--- config.mk ---
export PLATFORM = sky130hd
export DESIGN_NAME = cfg_host_bridge
export DESIGN_NICKNAME = d
export VERILOG_FILES = /design/src/rtl/cfg_host_bridge.sv
export SDC_FILE = /design/constraint.sdc
export NUM_CORES = 1
export LEC_CHECK = 0
export ABC_AREA = 1
export BUFFER_PORTS_ARGS = -buffer_cell sky130_fd_sc_hd__buf_2
export CAP_MARGIN = 15
export CORE_AREA = 4 4 105 107
export CTS_BUF_LIST = sky130_fd_sc_hd__clkbuf_8
export DETAILED_ROUTE_END_ITERATION = 12
export DIE_AREA = 0 0 109 111
export PLACE_DENSITY = 0.77
export SLEW_MARGIN = 10
export SYNTH_ARGS = -nofsm -noshare
export SYNTH_HDL_FRONTEND = slang
export SYNTH_SLANG_ARGS = --single-unit
--- constraint.sdc ---
create_clock -name clk -period 1.7 [get_ports clk]
set_input_delay 0.34 -clock clk [delete_from_list [all_inputs] [get_ports clk]]
set_output_delay 0.34 -clock clk [all_outputs]
set_load 0.03 [all_outputs]
--- src/rtl/cfg_host_bridge.sv ---
module cfg_host_bridge #(
  parameter int ABORT_CLKS = 8
) (
  input  logic        clk,
  input  logic        rst_n,
  input  logic        host_req,
  input  logic        host_wr,
  input  logic        host_sel_data,
  input  logic [31:0] host_wdata,
  output logic [31:0] host_rdata,
  output logic        host_done,
  output logic        host_wait,
  output logic        bus_frame,
  output logic        bus_irdy,
  output logic [3:0]  bus_cmd,
  output logic        bus_ad_oe,
  output logic [31:0] bus_ad_out,
  input  logic [31:0] bus_ad_in,
  input  logic        bus_devsel,
  input  logic        bus_trdy
);
  localparam int CNT_W    = (ABORT_CLKS > 1) ? $clog2(ABORT_CLKS) : 1;
  localparam int SEL_LO   = 11;
  localparam int SEL_N    = 32 - SEL_LO;
  localparam logic [3:0] CMD_RD = 4'hA;
  localparam logic [3:0] CMD_WR = 4'hB;

  typedef enum logic [1:0] {ST_IDLE, ST_ADDR, ST_DATA} seq_t;
  seq_t state;

  logic             en_q;
  logic [7:0]       bus_q;
  logic [4:0]       dev_q;
  logic [2:0]       fn_q;
  logic [5:0]       reg_q;
  logic             is_wr;
  logic             claimed;
  logic [CNT_W-1:0] cnt;
  logic [31:0]      wdata_q;
  logic [SEL_N-1:0] idsel;
  logic [31:0]      ad_addr;
  logic             unused_bits;

  assign unused_bits = ^{host_wdata[30:24], host_wdata[1:0]};

  assign idsel   = (dev_q < 5'(SEL_N)) ? (SEL_N'(1) << dev_q) : '0;
  assign ad_addr = (bus_q == 8'd0) ? {idsel, fn_q, reg_q, 2'b00}
                                   : {8'h00, bus_q, dev_q, fn_q, reg_q, 2'b01};

  assign host_wait  = (state != ST_IDLE);
  assign bus_frame  = (state == ST_ADDR);
  assign bus_irdy   = (state == ST_DATA);
  assign bus_cmd    = bus_frame ? (is_wr ? CMD_WR : CMD_RD) : 4'h0;
  assign bus_ad_oe  = bus_frame || (bus_irdy && is_wr);
  assign bus_ad_out = bus_frame ? ad_addr : ((bus_irdy && is_wr) ? wdata_q : 32'h0);

  always_ff @(posedge clk) begin
    if (!rst_n) begin
      state      <= ST_IDLE;
      en_q       <= 1'b0;
      bus_q      <= '0;
      dev_q      <= '0;
      fn_q       <= '0;
      reg_q      <= '0;
      is_wr      <= 1'b0;
      claimed    <= 1'b0;
      cnt        <= '0;
      wdata_q    <= '0;
      host_rdata <= '0;
      host_done  <= 1'b0;
    end else begin
      host_done <= 1'b0;
      case (state)
        ST_IDLE: if (host_req) begin
          if (!host_sel_data) begin
            if (host_wr) begin
              en_q  <= host_wdata[31];
              bus_q <= host_wdata[23:16];
              dev_q <= host_wdata[15:11];
              fn_q  <= host_wdata[10:8];
              reg_q <= host_wdata[7:2];
            end else begin
              host_rdata <= {en_q, 7'b0, bus_q, dev_q, fn_q, reg_q, 2'b00};
            end
            host_done <= 1'b1;
          end else if (!en_q) begin
            if (!host_wr) host_rdata <= 32'hFFFF_FFFF;
            host_done <= 1'b1;
          end else begin
            is_wr   <= host_wr;
            wdata_q <= host_wdata;
            state   <= ST_ADDR;
          end
        end
        ST_ADDR: begin
          cnt     <= '0;
          claimed <= 1'b0;
          state   <= ST_DATA;
        end
        ST_DATA: begin
          if (bus_trdy && (bus_devsel || claimed)) begin
            if (!is_wr) host_rdata <= bus_ad_in;
            host_done <= 1'b1;
            state     <= ST_IDLE;
          end else if (!claimed && !bus_devsel) begin
            if (cnt == CNT_W'(ABORT_CLKS - 1)) begin
              if (!is_wr) host_rdata <= 32'hFFFF_FFFF;
              host_done <= 1'b1;
              state     <= ST_IDLE;
            end else begin
              cnt <= cnt + 1'b1;
            end
          end else begin
            claimed <= 1'b1;
          end
        end
        default: state <= ST_IDLE;
      endcase
    end
  end

  // address-location accesses never open a bus cycle
  p_addr_no_cycle_r2: assert property (@(posedge clk) disable iff (!rst_n)
    (host_req && !host_sel_data && !host_wait) |=> (!bus_frame && host_done));

  // one-clock address phase followed by a data phase
  p_frame_then_irdy_r3: assert property (@(posedge clk) disable iff (!rst_n)
    bus_frame |=> (!bus_frame && bus_irdy));

  // at most one select line on a local-bus address phase
  p_select_onehot_r5: assert property (@(posedge clk) disable iff (!rst_n)
    (bus_frame && bus_ad_out[1:0] == 2'b00) |-> $onehot0(bus_ad_out[31:11]));

  // disabled data-window read returns all ones without a cycle
  p_disabled_read_r9: assert property (@(posedge clk) disable iff (!rst_n)
    (host_req && host_sel_data && !host_wr && !host_wait && !en_q) |=>
      (host_done && host_rdata == 32'hFFFF_FFFF && !bus_frame));

  // completion never overlaps the not-ready indication
  p_done_not_waiting_r11: assert property (@(posedge clk) disable iff (!rst_n)
    host_done |-> !host_wait);
endmodule

# Word level (Yosys, flattened, before mapping)
# Cells that the tools add are included.
[classes]
addsub = 1
n_mul = 0
n_div = 0
n_lt_le_gt_ge = 1
eq_ne = 17
n_shift = 1
muxes = 38
n_bitwise = 1
reduce_logical = 18
[op_table]
columns = ["operator", "n"]
rows = [
  ["32-bit 2-to-1 mux", 13],
  ["32-bit case mux with 2 select lines", 1],
  ["21-bit 2-to-1 mux", 1],
  ["1-bit by 5-bit left shift with 21-bit output, first input constant", 1],
  ["2-bit 2-to-1 mux", 6],
  ["2-bit != test, second input constant", 6],
  ["3-bit != test, second input constant", 4],
  ["4-bit AND reduction", 3],
  ["1-bit 2-to-1 mux", 9],
  ["3-bit 2-to-1 mux", 3],
  ["9-bit AND reduction", 1],
  ["8-bit zero test", 1],
  ["3-bit by 1-bit != test with 1-bit output, second input constant", 2],
  ["2-bit case mux with 3 select lines", 1],
  ["3-bit case mux with 2 select lines", 1],
  ["2-bit nonzero test", 3],
  ["5-bit less-than comparator, second input constant", 1],
  ["5-bit AND reduction", 1],
  ["4-bit 2-to-1 mux", 1],
  ["4-bit != test, second input constant", 1],
  ["1-bit case mux with 2 select lines", 2],
  ["3-bit by 1-bit adder with 3-bit output, second input constant", 1],
  ["3-bit equality test, second input constant", 1],
  ["1-bit logical AND", 3],
  ["other kinds (8)", 10],
]
[word_totals]
regBits = 95
latch_bits = 0
ramBits = 0
rom_bits = 0
mem_count = 0

# Depth between registers and ports, before layout
# Gate-level depths: netlist of run 1.
[logic_depth]
ltp_word = 5
ltp_mapped = 11
ltp_nobuf = 10

# Worst setup path before layout of run 1
# OpenSTA, ideal clock, no wires.
[synth_timing]
kind = "register to output"
startpoint = "register state[1]"
endpoint = "output bus_ad_out[24]"
arrival_time_ns = 2.212
required_ns = 1.360
slack_ns = -0.852
path_stages_with_launch = 8
n_path_buf = 1
path_cell_list = "dfxtp_1 inv_1 ha_1 buf_4 inv_2 nor3_1 nand2_1 o21ai_0"
[synth_between]
word_cells_on_any_way = 5
cone_classes = "eq/ne: 2; mux: 2; reduce/logical: 1"
[synth_lines]
columns = ["element", "line_no", "rtl"]
rows = [
  ["from (decl)", "29", "seq_t state;"],
  ["from (signal assigned)", "59", "state <= ST_IDLE;"],
  ["from (signal assigned)", "92", "state <= ST_ADDR;"],
  ["from (signal assigned)", "98", "state <= ST_DATA;"],
  ["2-bit by 1-bit equality test with 1-bit output", "51", "assign bus_frame = (state == ST_ADDR);"],
  ["net bus_frame", "13", "output logic bus_frame,"],
  ["32-bit 2-to-1 mux", "55", "assign bus_ad_out = bus_frame ? ad_addr : ((bus_irdy && is_wr) ? wdata_q : 32'h0);"],
  ["to (decl)", "17", "output logic [31:0] bus_ad_out,"],
]
# The timed path passes the listed nets, and every way through them passes these cells.

# Final worst setup path of run 1
[layout_timing]
startpoint = "register state[1]"
endpoint = "output bus_ad_out[22]"
[layout_between]
elab_chain_cells = 4
word_cells_on_any_way = 5
cone_classes = "eq/ne: 2; mux: 2; reduce/logical: 1"
[layout_rtl]
columns = ["element", "line_no", "rtl"]
rows = [
  ["2-bit equality test", "52", "assign bus_irdy = (state == ST_DATA);"],
  ["1-bit logical AND", "55", ""],
  ["32-bit 2-to-1 mux", "55", ""],
  ["32-bit 2-to-1 mux (*)", "55", ""],
]
# Mark *: on every way between the ends. The rest lies on a longest branch, timed or not.

==> qor.txt, run 1 <==
Final ANT Viol Nets -> 0
critical path fanouts, max -> 6
flops & latches, synth -> 95
outcome -> complete, but fails checks
synth warn -> 0
synth unique cells -> 26
DIE HEIGHT -> 111 um
Via density -> 5.22
FP Rows -> 37
DR WL/cell -> 16.9 um
vias in the first global route -> 5056
number of fill cells -> 657
dpl cell area -> 0.00619 mm^2
Avg Inst Size Synth -> 6.44 um^2
# IOs -> 144
die width -> 109 um
Worst Path Required -> 1360 ps
Initial DRC Count -> 565
CTS Buf Count -> 9
Crit. End Element -> primary output
Total Power -> 5070 uW
most numerous cell in the Yosys netlist -> nor2_1
Cells after Synth -> 732
Synth Area in XOR/XNOR -> 0%
final period utilization -> 127%
initial antenna violation count -> 1
Register Area -> 0.00192 mm^2
critical path launch point type -> flop
total placed cells including tap cells -> 1029
DRC violations left -> 0
Final Setup Violations -> 100
largest net degree at the start of global routing -> 41
H-tree depth -> 3
failing checks -> setup timing
Non-Filler Instances -> 1078
grt ovf -> 0
total clock sinks -> 95
dominant cell type by area after synthesis -> dfxtp_1
core area -> 0.0101 mm^2
Root Buffer -> clkbuf_8
GR Util All Layers -> 24.2%
Post-synth top flop -> dfxtp_1
Synth Area in Compound Gates -> 15.4%
HPWL after DPL -> 10200 um
leakage -> 0.00385 uW
clk slew on worst S/H paths -> 100 ps
vias -> 5625
simple-gate share of the synthesized area -> 30.2%
minimum clock period -> 2150 ps
asr flop ratio synth -> 0%
Synth top area share -> 40.4%
CTS hold repair buffers -> 0
Starting Density -> 46.5%
Fmax -> 464 MHz
RSZ-0062 raised after global routing -> true
Hold Crit Class -> in2reg
first-pass GRT wire length -> 23800 um
area grow syn2layout -> 66.5%
Synth top cells by count -> 196 x nor2_1, 124 x nand2_1, 95 x dfxtp_1
drt pass-1 iters -> 7
post-synthesis sequential area ratio -> 40.4%
Final Max Tran Viols -> 0
final hold violation count -> 0
Worst-Skew Late Latency -> 370 ps
CTS max path bufs -> 2
routability congestion estimate -> 0.859
TritonCTS clock tree -> built
drt total wl -> 18200 um
area of the multi-input gates -> 0.00310 mm^2
NumNets Final -> 1012
clock skew -> 15.5 ps
largest family of logic cells by synthesized area -> simple AND/OR/NAND/NOR gates
mux cell area share after synthesis -> 0%
fin worst setup slack -> -454 ps
Peak VDD IR -> 398 uV
Critical Path AT -> 1810 ps
Post-Syn Nets -> 808
layout cells sized above 1 -> 46.8%
post-synthesis cell area -> 0.00471 mm^2
power per cell area -> 646 mW/mm^2
Adder-Cell Fraction of Synth Area -> 1.33%
worst setup path class -> reg2out
Max Cap Viol -> 0
largest cells by area after synthesis -> dfxtp_1 40%, nor2_1 16%, nand2_1 9.9%, o21ai_0 7.4%, inv_1 7.2%
Finished Cell Area -> 0.00784 mm^2
full die area -> 0.0121 mm^2
EDFF count, synth -> 0
Port Buffers -> 142
## power breakdown
| part | internal [uW] | switching (uW) | total (uW) |
|---|---|---|---|
| combinational | 494 | 724 | 1220 |
| sequential | 2330 | 70.1 | 2400 |
| clock | 579 | 872 | 1450 |
## path summary, 6_finish.rpt
| kind | slack [ps] | from | end | cells past startpoint |
|---|---|---|---|---|
| setup / recovery | -450 | state[1] | bus_ad_out[22] | 8 |
| hold / removal | 210 | host_wdata[9] | wdata_q[9] | 3 |
| setup reg to reg | -150 | state[1] | wdata_q[31] | 11 |
| hold reg to reg | 450 | cnt[0] | cnt[0] | 1 |
## sequential cells by signal, indices dropped and copies added (netlist names), 2 cells and up
register	flops
wdata_q	32
dev_q	5
host_rdata	32
fn_q	3
cnt	3
bus_q	8
state	2
reg_q	6
## through the flow
step / utilization [%] / TNS [ps] / worst slack (ps) / hold WS [ps]
after detailed placement: 61.0 / -1670 / -82.1 / 448
final: 77.4 / -17070 / -454 / 213
after global placement: 61.0 / -213 / -22.4 / 443
after global routing: 77.4 / -21880 / -506 / 202
after CTS: 68.2 / -11130 / -388 / 182
after floorplan: - / -610 / -45.3 / 430
## metal layers
layer | part of all wire, % | GRT usage, % | vias to the layer above
li1 | - | - | 2690
met1 | 39 | 30.2 | 2612
met2 | 51 | 42.3 | 272
met3 | 7.0 | 4.08 | 51
met4 | 3.4 | 6.57 | 0
met5 | 0 | 0 | -
## area by class of cell
type	instances	share of cell area, %
Antenna cell	1	0.0319
Clock buffer	10	1.75
Clock inverter	6	0.558
Inverter	95	5.02
Multi-Input combinational cell	500	39.6
Sequential cell	95	24.4
Tap cell	136	2.17
Timing Repair Buffer	234	26.4
Timing Repair inverter	1	0.0798
## kinds of logic after synthesis
| group | Yosys count |
|---|---|
| other cells | 1 |
| compound gates | 136 |
| simple gates | 358 |
| fa+ha+maj | 5 |
| flops | 95 |
| buf+inv | 137 |
## timing repair
action,CTS,global route
resized for setup,125,199
cloned,3,9
pin swaps,15,32
buffers inserted,11,12
setup endpoints to repair,83,110
## worst max-delay path: stages, from the launching register on
cell,delay (ps)
dfxtp_4,370
inv_4,70
ha_4,200
clkinv_8,100
nor3_4,260
buf_6,170
nand3_2,80
nand2_2,80
buf_6,130
## cells in the final DEF, fill, tap and decap left out, types with 7 or more instances in the layout
master,n
nand2_2,34
nor2_4,28
o21ai_4,7
buf_6,56
o21ai_2,7
inv_1,82
o21ai_1,8
dfxtp_1,87
buf_2,106
nand3_1,13
nand2_1,74
clkbuf_16,8
nand2_4,16
nand3_2,8
nor2_1,132
clkbuf_8,10
a21oi_1,45
o21ai_0,50
a22o_4,7
nor2_2,38
buf_4,47
buf_12,15
(Power assumes the default switching activity.)
==> run 2: changes to the inputs <==
--- a/config.mk
+++ b/config.mk
@@ -13,6 +13,7 @@
 export DETAILED_ROUTE_END_ITERATION = 12
 export DIE_AREA = 0 0 109 111
 export PLACE_DENSITY = 0.77
+export REMOVE_ABC_BUFFERS = 1
 export SLEW_MARGIN = 10
 export SYNTH_ARGS = -nofsm -noshare
 export SYNTH_HDL_FRONTEND = slang
==> constraint.sdc (replaced) <==
create_clock -name clk -period 1.8 [get_ports clk]
set_input_delay 0.36 -clock clk [delete_from_list [all_inputs] [get_ports clk]]
set_output_delay 0.36 -clock clk [all_outputs]
set_load 0.03 [all_outputs]
==> run 2 against run 1 <==
Net effect: the flow still finishes with violations (setup timing); die area stayed put; clock skew is 4.0 ps lower; critical path depth is 1 higher; sequential power is 5% lower; cell count is 2.7% lower; first-iteration DRC count is 27% lower; sequential share of layout area is 2.7 points higher; non-clock buffer count is 27 lower; setup slack better by 84 ps; largest cell class unchanged; largest power group unchanged.
==> qor.txt, run 2 (synthesis results as in run 1) <==
met2 wire len -> 7660 um (was 9250 um)
Crit. End Element -> primary output (unchanged)
layout cells sized above 1 -> 35.9% (was 46.8%)
DIE HEIGHT -> 111 um (unchanged)
Worst Min Path Start -> host_wdata[24] (was host_wdata[9])
clock skew -> 11.5 ps (was 15.5 ps)
Root Buffer -> clkbuf_8 (unchanged)
CTS max path bufs -> 2 (unchanged)
Starting Density -> 46.5% (unchanged)
leakage -> 0.00372 uW (was 0.00385 uW)
worst setup path class -> reg2out (unchanged)
critical path launch point type -> flop (unchanged)
Top Metal Used -> met4 (unchanged)
# IOs -> 144 (unchanged)
dpl cell area -> 0.00581 mm^2 (was 0.00619 mm^2)
DR WL/cell -> 15.0 um (was 16.9 um)
die width -> 109 um (unchanged)
fin worst setup slack -> -370 ps (was -454 ps)
number of fill cells -> 834 (was 657)
Total Power -> 4780 uW (was 5070 uW)
Sequential Power Share -> 47.5% (was 47.4%)
routed wl met3 -> 1150 um (was 1270 um)
most frequent cells in the layout -> 177 x nor2_1, 105 x buf_2, 95 x nand2_1 (was 132 x nor2_1, 106 x buf_2, 87 x dfxtp_1)
outcome -> complete, but fails checks (unchanged)
ANT cells -> 0 (was 1)
grt ovf -> 0 (unchanged)
power per cell area -> 678 mW/mm^2 (was 646 mW/mm^2)
vias -> 5259 (was 5625)
total clock sinks -> 95 (unchanged)
drt total wl -> 15700 um (was 18200 um)
drt pass-1 iters -> 6 (was 7)
Final Setup Violations -> 72 (was 100)
Max Cap Viol -> 0 (unchanged)
M1 WL -> 6600 um (was 7030 um)
Clock Power Share -> 32.8% (was 28.6%)
HPWL after DPL -> 9440 um (was 10200 um)
R2R Setup Slk -> -160 ps (was -150 ps)
area of the multi-input gates -> 0.00270 mm^2 (was 0.00310 mm^2)
commonest non-fill, non-tap cell in the layout -> nor2_1 (unchanged)
Peak VDD IR -> 584 uV (was 398 uV)
Setup TNS -> -13050 ps (was -17070 ps)
NetSw -> 1430 uW (was 1670 uW)
Final ANT Viol Nets -> 0 (unchanged)
final period utilization -> 121%
RSZ-0062 raised after global routing -> true (unchanged)
vias in the first global route -> 4736 (was 5056)
Register Area -> 0.00191 mm^2 (was 0.00192 mm^2)
Critical Path AT -> 1810 ps (about the same)
worst hold slack -> 222 ps (was 213 ps)
routability congestion estimate -> 0.959 (was 0.859)
GR Util All Layers -> 23.6% (was 24.2%)
core area -> 0.0101 mm^2 (unchanged)
Hold Crit Class -> in2reg (unchanged)
first-pass GRT wire length -> 23000 um (was 23800 um)
Worst Path Required -> 1440 ps (was 1360 ps)
total placed cells including tap cells -> 1017 (was 1029)
Comb power frac -> 19.7% (was 24.0%)
Worst-Skew Late Latency -> 360 ps (was 370 ps)
NumNets Final -> 985 (was 1012)
reg2reg start -> state[0] (was state[1])
TritonCTS clock tree -> built (unchanged)
sw frac -> 30.0% (was 32.9%)
top flop regs -> host_rdata (32), wdata_q (32), bus_q (8) (unchanged)
CTS Buf Count -> 9 (unchanged)
final hold violation count -> 0 (unchanged)
Initial DRC Count -> 414 (was 565)
H-tree depth -> 3 (unchanged)
clk slew on worst S/H paths -> 100 ps (about the same)
Worst setup startpoint -> state[0] (was state[1])
largest net degree at the start of global routing -> 91 (was 41)
minimum clock period -> 2170 ps
critical path fanouts, max -> 8 (was 6)
Fmax -> 461 MHz
Port Buffers -> 142 (unchanged)
full die area -> 0.0121 mm^2 (unchanged)
CTS hold repair buffers -> 0 (unchanged)
Final Max Tran Viols -> 0 (unchanged)
FP Rows -> 37 (unchanged)
failing checks -> setup timing (unchanged)
area grow syn2layout -> 49.6% (was 66.5%)
Finished Cell Area -> 0.00705 mm^2 (was 0.00784 mm^2)
initial antenna violation count -> 0 (was 1)
Non-Filler Instances -> 1049 (was 1078)
internal power component -> 3350 uW (was 3400 uW)
Via density -> 5.01 (was 5.22)
DRC violations left -> 0 (unchanged)
## run 2: cell count changes in the layout (fill, tap and decap cells not counted), sizes merged
| cell | previous run | this run |
|---|---|---|
| buf | 226 | 203 |
| clkbuf | 18 | 13 |
| clkinv | 6 | 2 |
| bufinv | 0 | 2 |
| inv | 95 | 97 |
| clkinvlp | 1 | 0 |
| diode | 1 | 0 |
| nand3 | 26 | 27 |
## run 2: final cells by class
type                    instances  share of cell area (%)
repair buffers                207                    23.9
multi-input cells             501                    38.3
well taps                     136                    2.41
clock buffers                   9                    1.76
inverters                      95                    5.31
clock inverters                 6                    1.22
flip-flops and latches         95                    27.1
## run 2: final timing paths
check,to,depth (start not counted)
min reg2reg,cnt[0],1
max,bus_ad_out[10],9
max reg2reg,host_rdata[29],13
min,wdata_q[24],3
## run 2: layer usage
metal  GRT usage, %  up-vias
met3           5.07       21
met5              0        -
met4           7.15        0
li1               -     2627
met1           30.8     2402
met2           38.5      209
## run 2: worst max-delay path, cell delays in order, from the launching register on
cell and delay, ps:
dfxtp_2 370, buf_6 110, ha_4 160, inv_6 50, nand2_4 100, inv_8 50, buf_6 130, buf_12 130
a22o_1 200, buf_6 140
## run 2: power groups by stage
stage	clock network [uW]	logic, uW	registers, uW
2_1_floorplan	0	315	2420
3_3_place_gp	0	768	2310
3_5_place_dp	0	774	2310
4_1_cts	1570	822	2260
5_1_grt	1660	1030	2290
6_report	1570	944	2270
## run 2: stage by stage
| step | util, % | setup WS [ps] |
|---|---|---|
| 2_1_floorplan | - | -1400 |
| 3_3_place_gp | 57.3 | -44.9 |
| 3_5_place_dp | 57.3 | -83.9 |
| 4_1_cts | 65.0 | -346 |
| 5_1_grt | 69.5 | -435 |
| 6_report | 69.5 | -370 |
## run 2: timing repair
action / in CTS / in global routing
gates cloned: 1 / 8
endpoints found under the setup margin: 94 / 107
buffers inserted: 8 / 4
resized for setup: 154 / 97
pin swaps: 23 / 21
==> run 3: changes to the inputs <==
--- a/config.mk
+++ b/config.mk
@@ -13,6 +13,7 @@
 export DETAILED_ROUTE_END_ITERATION = 12
 export DIE_AREA = 0 0 109 111
 export PLACE_DENSITY = 0.77
+export RECOVER_POWER = 25
 export REMOVE_ABC_BUFFERS = 1
 export SLEW_MARGIN = 10
 export SYNTH_ARGS = -nofsm -noshare
==> run 3 against run 2 <==
Net effect: the run still ends with setup timing left; sequential cell count did not move; design area shrank 0.20%; largest cell class unchanged; non-clock buffer count is the same; register-to-register slack hardly changed; routed wire length shrank 0.20%; via count is 0.23% lower; clock-buffer cell count unchanged; core utilization fell by 0.14 points; critical endpoint unchanged; cell count unchanged; sequential share of layout area up 0.053 points.
==> qor.txt, run 3 (synthesis results as in run 1) <==
most frequent cells in the layout -> 177 x nor2_1, 95 x nand2_1, 94 x buf_2 (was 177 x nor2_1, 105 x buf_2, 95 x nand2_1)
R2R Setup Slk -> -160 ps (about the same)
worst setup path endpoint -> bus_ad_out[10] (unchanged)
Non-Filler Instances -> 1049 (unchanged)
hold depth -> 3 (unchanged)
stages on the worst setup path -> 9 (unchanged)
Max Cap Viol -> 0 (unchanged)
vias -> 5247 (was 5259)
Worst Min Path Start -> host_wdata[24] (unchanged)
minimum clock period -> 2170 ps (about the same)
Register Area -> 0.00191 mm^2 (unchanged)
Final Setup Violations -> 72 (unchanged)
TritonCTS clock tree -> built (unchanged)
HPWL after DPL -> 9440 um (unchanged)
critical path launch point type -> flop (unchanged)
DIE HEIGHT -> 111 um (unchanged)
Worst-Skew Late Latency -> 360 ps (about the same)
drt pass-1 iters -> 5 (was 6)
CTS hold repair buffers -> 0 (unchanged)
DRC violations left -> 0 (unchanged)
critical path's slowest cell -> dfxtp_2 (unchanged)
final core utilization -> 69.4% (was 69.5%)
largest net degree at the start of global routing -> 91 (unchanged)
Final ANT Viol Nets -> 0 (unchanged)
DR WL/cell -> 14.9 um (was 15.0 um)
Crit. End Element -> primary output (unchanged)
failing checks -> setup timing (unchanged)
area of the multi-input gates -> 0.00270 mm^2 (unchanged)
clk slew on worst S/H paths -> 100 ps (about the same)
clock skew -> 13.6 ps (was 11.5 ps)
CP top delay family -> buffers and inverters (unchanged)
top flop regs -> host_rdata (32), wdata_q (32), bus_q (8) (unchanged)
Critical Path AT -> 1810 ps (about the same)
NumNets Final -> 985 (unchanged)
Root Buffer -> clkbuf_8 (unchanged)
Starting Density -> 46.5% (unchanged)
RSZ-0062 raised after global routing -> true (unchanged)
total clock sinks -> 95 (unchanged)
Hold Crit Class -> in2reg (unchanged)
CTS Buf Count -> 9 (unchanged)
area grow syn2layout -> 49.3% (was 49.6%)
worst stage delay on the critical path -> 370 ps (about the same)
pre-CTS WS -> -83.9 ps (unchanged)
die width -> 109 um (unchanged)
crit path cell chain -> buf_6, ha_4, inv_6, nand2_4, inv_8, buf_6, buf_12, a22o_1, buf_6 (unchanged)
most used cell, CP -> buf_6 (unchanged)
outcome -> complete, but fails checks (unchanged)
Peak VDD IR -> 581 uV (was 584 uV)
ANT cells -> 0 (unchanged)
full die area -> 0.0121 mm^2 (unchanged)
vias in the first global route -> 4736 (unchanged)
reg2reg start -> state[0] (unchanged)
grt ovf -> 0 (unchanged)
final period utilization -> 120% (was 121%)
drt total wl -> 15700 um (about the same)
Port Buffers -> 142 (unchanged)
total placed cells including tap cells -> 1017 (unchanged)
core area -> 0.0101 mm^2 (unchanged)
FP Rows -> 37 (unchanged)
Worst Path Required -> 1440 ps (about the same)
critical path fanouts, max -> 8 (unchanged)
# IOs -> 144 (unchanged)
leakage -> 0.00368 uW (was 0.00372 uW)
first-pass GRT wire length -> 23000 um (unchanged)
capturing point of the worst reg2reg path -> host_rdata[29] (unchanged)
Initial DRC Count -> 415 (was 414)
number of fill cells -> 838 (was 834)
worst setup path class -> reg2out (unchanged)
GR Util All Layers -> 23.6% (unchanged)
Buf+Inv Stages, Crit Path -> 6 (unchanged)
Via density -> 5.00 (was 5.01)
power per cell area -> 678 mW/mm^2 (about the same)
fin worst setup slack -> -368 ps (was -370 ps)
final hold violation count -> 0 (unchanged)
Setup TNS -> -12910 ps (was -13050 ps)
routability congestion estimate -> 0.959 (unchanged)
Final Max Tran Viols -> 0 (unchanged)
H-tree depth -> 3 (unchanged)
Worst setup startpoint -> state[0] (unchanged)
FF-to-FF path depth -> 13 (unchanged)
CTS max path bufs -> 2 (unchanged)
commonest non-fill, non-tap cell in the layout -> nor2_1 (unchanged)
layout cells sized above 1 -> 34.7% (was 35.9%)
initial antenna violation count -> 0 (unchanged)
Fmax -> 461 MHz (about the same)
worst hold slack -> 222 ps (about the same)
run 3: per-stage QoR:
step           instance area (um^2)  total power (uW)
6_report                       7040              4770
5_1_grt                        7040              4980
4_1_cts                        6590              4650
3_5_place_dp                   5810              3080
3_3_place_gp                   5810              3070
2_1_floorplan                  4470              2740
run 3: worst min path at each step:
| stage | slack (ps) | end |
|---|---|---|
| floorplan | 430 | wdata_q[1] |
| global placement | 440 | wdata_q[1] |
| detailed placement | 450 | wdata_q[1] |
| CTS | 210 | wdata_q[30] |
| global route | 230 | wdata_q[28] |
| finish | 220 | wdata_q[24] |
run 3: report_power, final:
group / switching (uW) / total (uW) / internal (uW)
clock: 784 / 1560 / 777
combinational: 576 / 938 / 362
sequential: 67.7 / 2270 / 2210
total: 1430 / 4770 / 3350
run 3: cell type report:
type	instances	share of cell area, %
repair buffers	207	23.7
clock inverters	6	1.23
inverters	95	5.32
flip-flops and latches	95	27.2
well taps	136	2.42
multi-input cells	501	38.4
clock buffers	9	1.76
run 3: routing by layer:
| metal | wire length, um | share of wire, % | global-route usage, % | vias up |
|---|---|---|---|---|
| li1 | - | - | - | 2624 |
| met1 | 6460 | 41 | 30.8 | 2387 |
| met2 | 7680 | 49 | 38.5 | 214 |
| met3 | 1250 | 8.0 | 5.07 | 22 |
| met4 | 269 | 1.7 | 7.15 | 0 |
| met5 | 0 | 0 | 0 | - |
run 3: repair_timing:
item,CTS,global route
setup endpoints to repair,94,107
gates resized for setup,154,97
cloned,1,8
buffers inserted,8,4
pin swaps,23,21
run 3: worst register-to-register path, delay by kind of cell, from the launching register on:
kind                     cells  cell delay (ps)
adder cells (fa/ha/maj)      1              210
AO/OA/AOI/OAI                1               80
buffers and inverters        5              600
AND/OR/NAND/NOR              6              610
flip-flops                   1              370
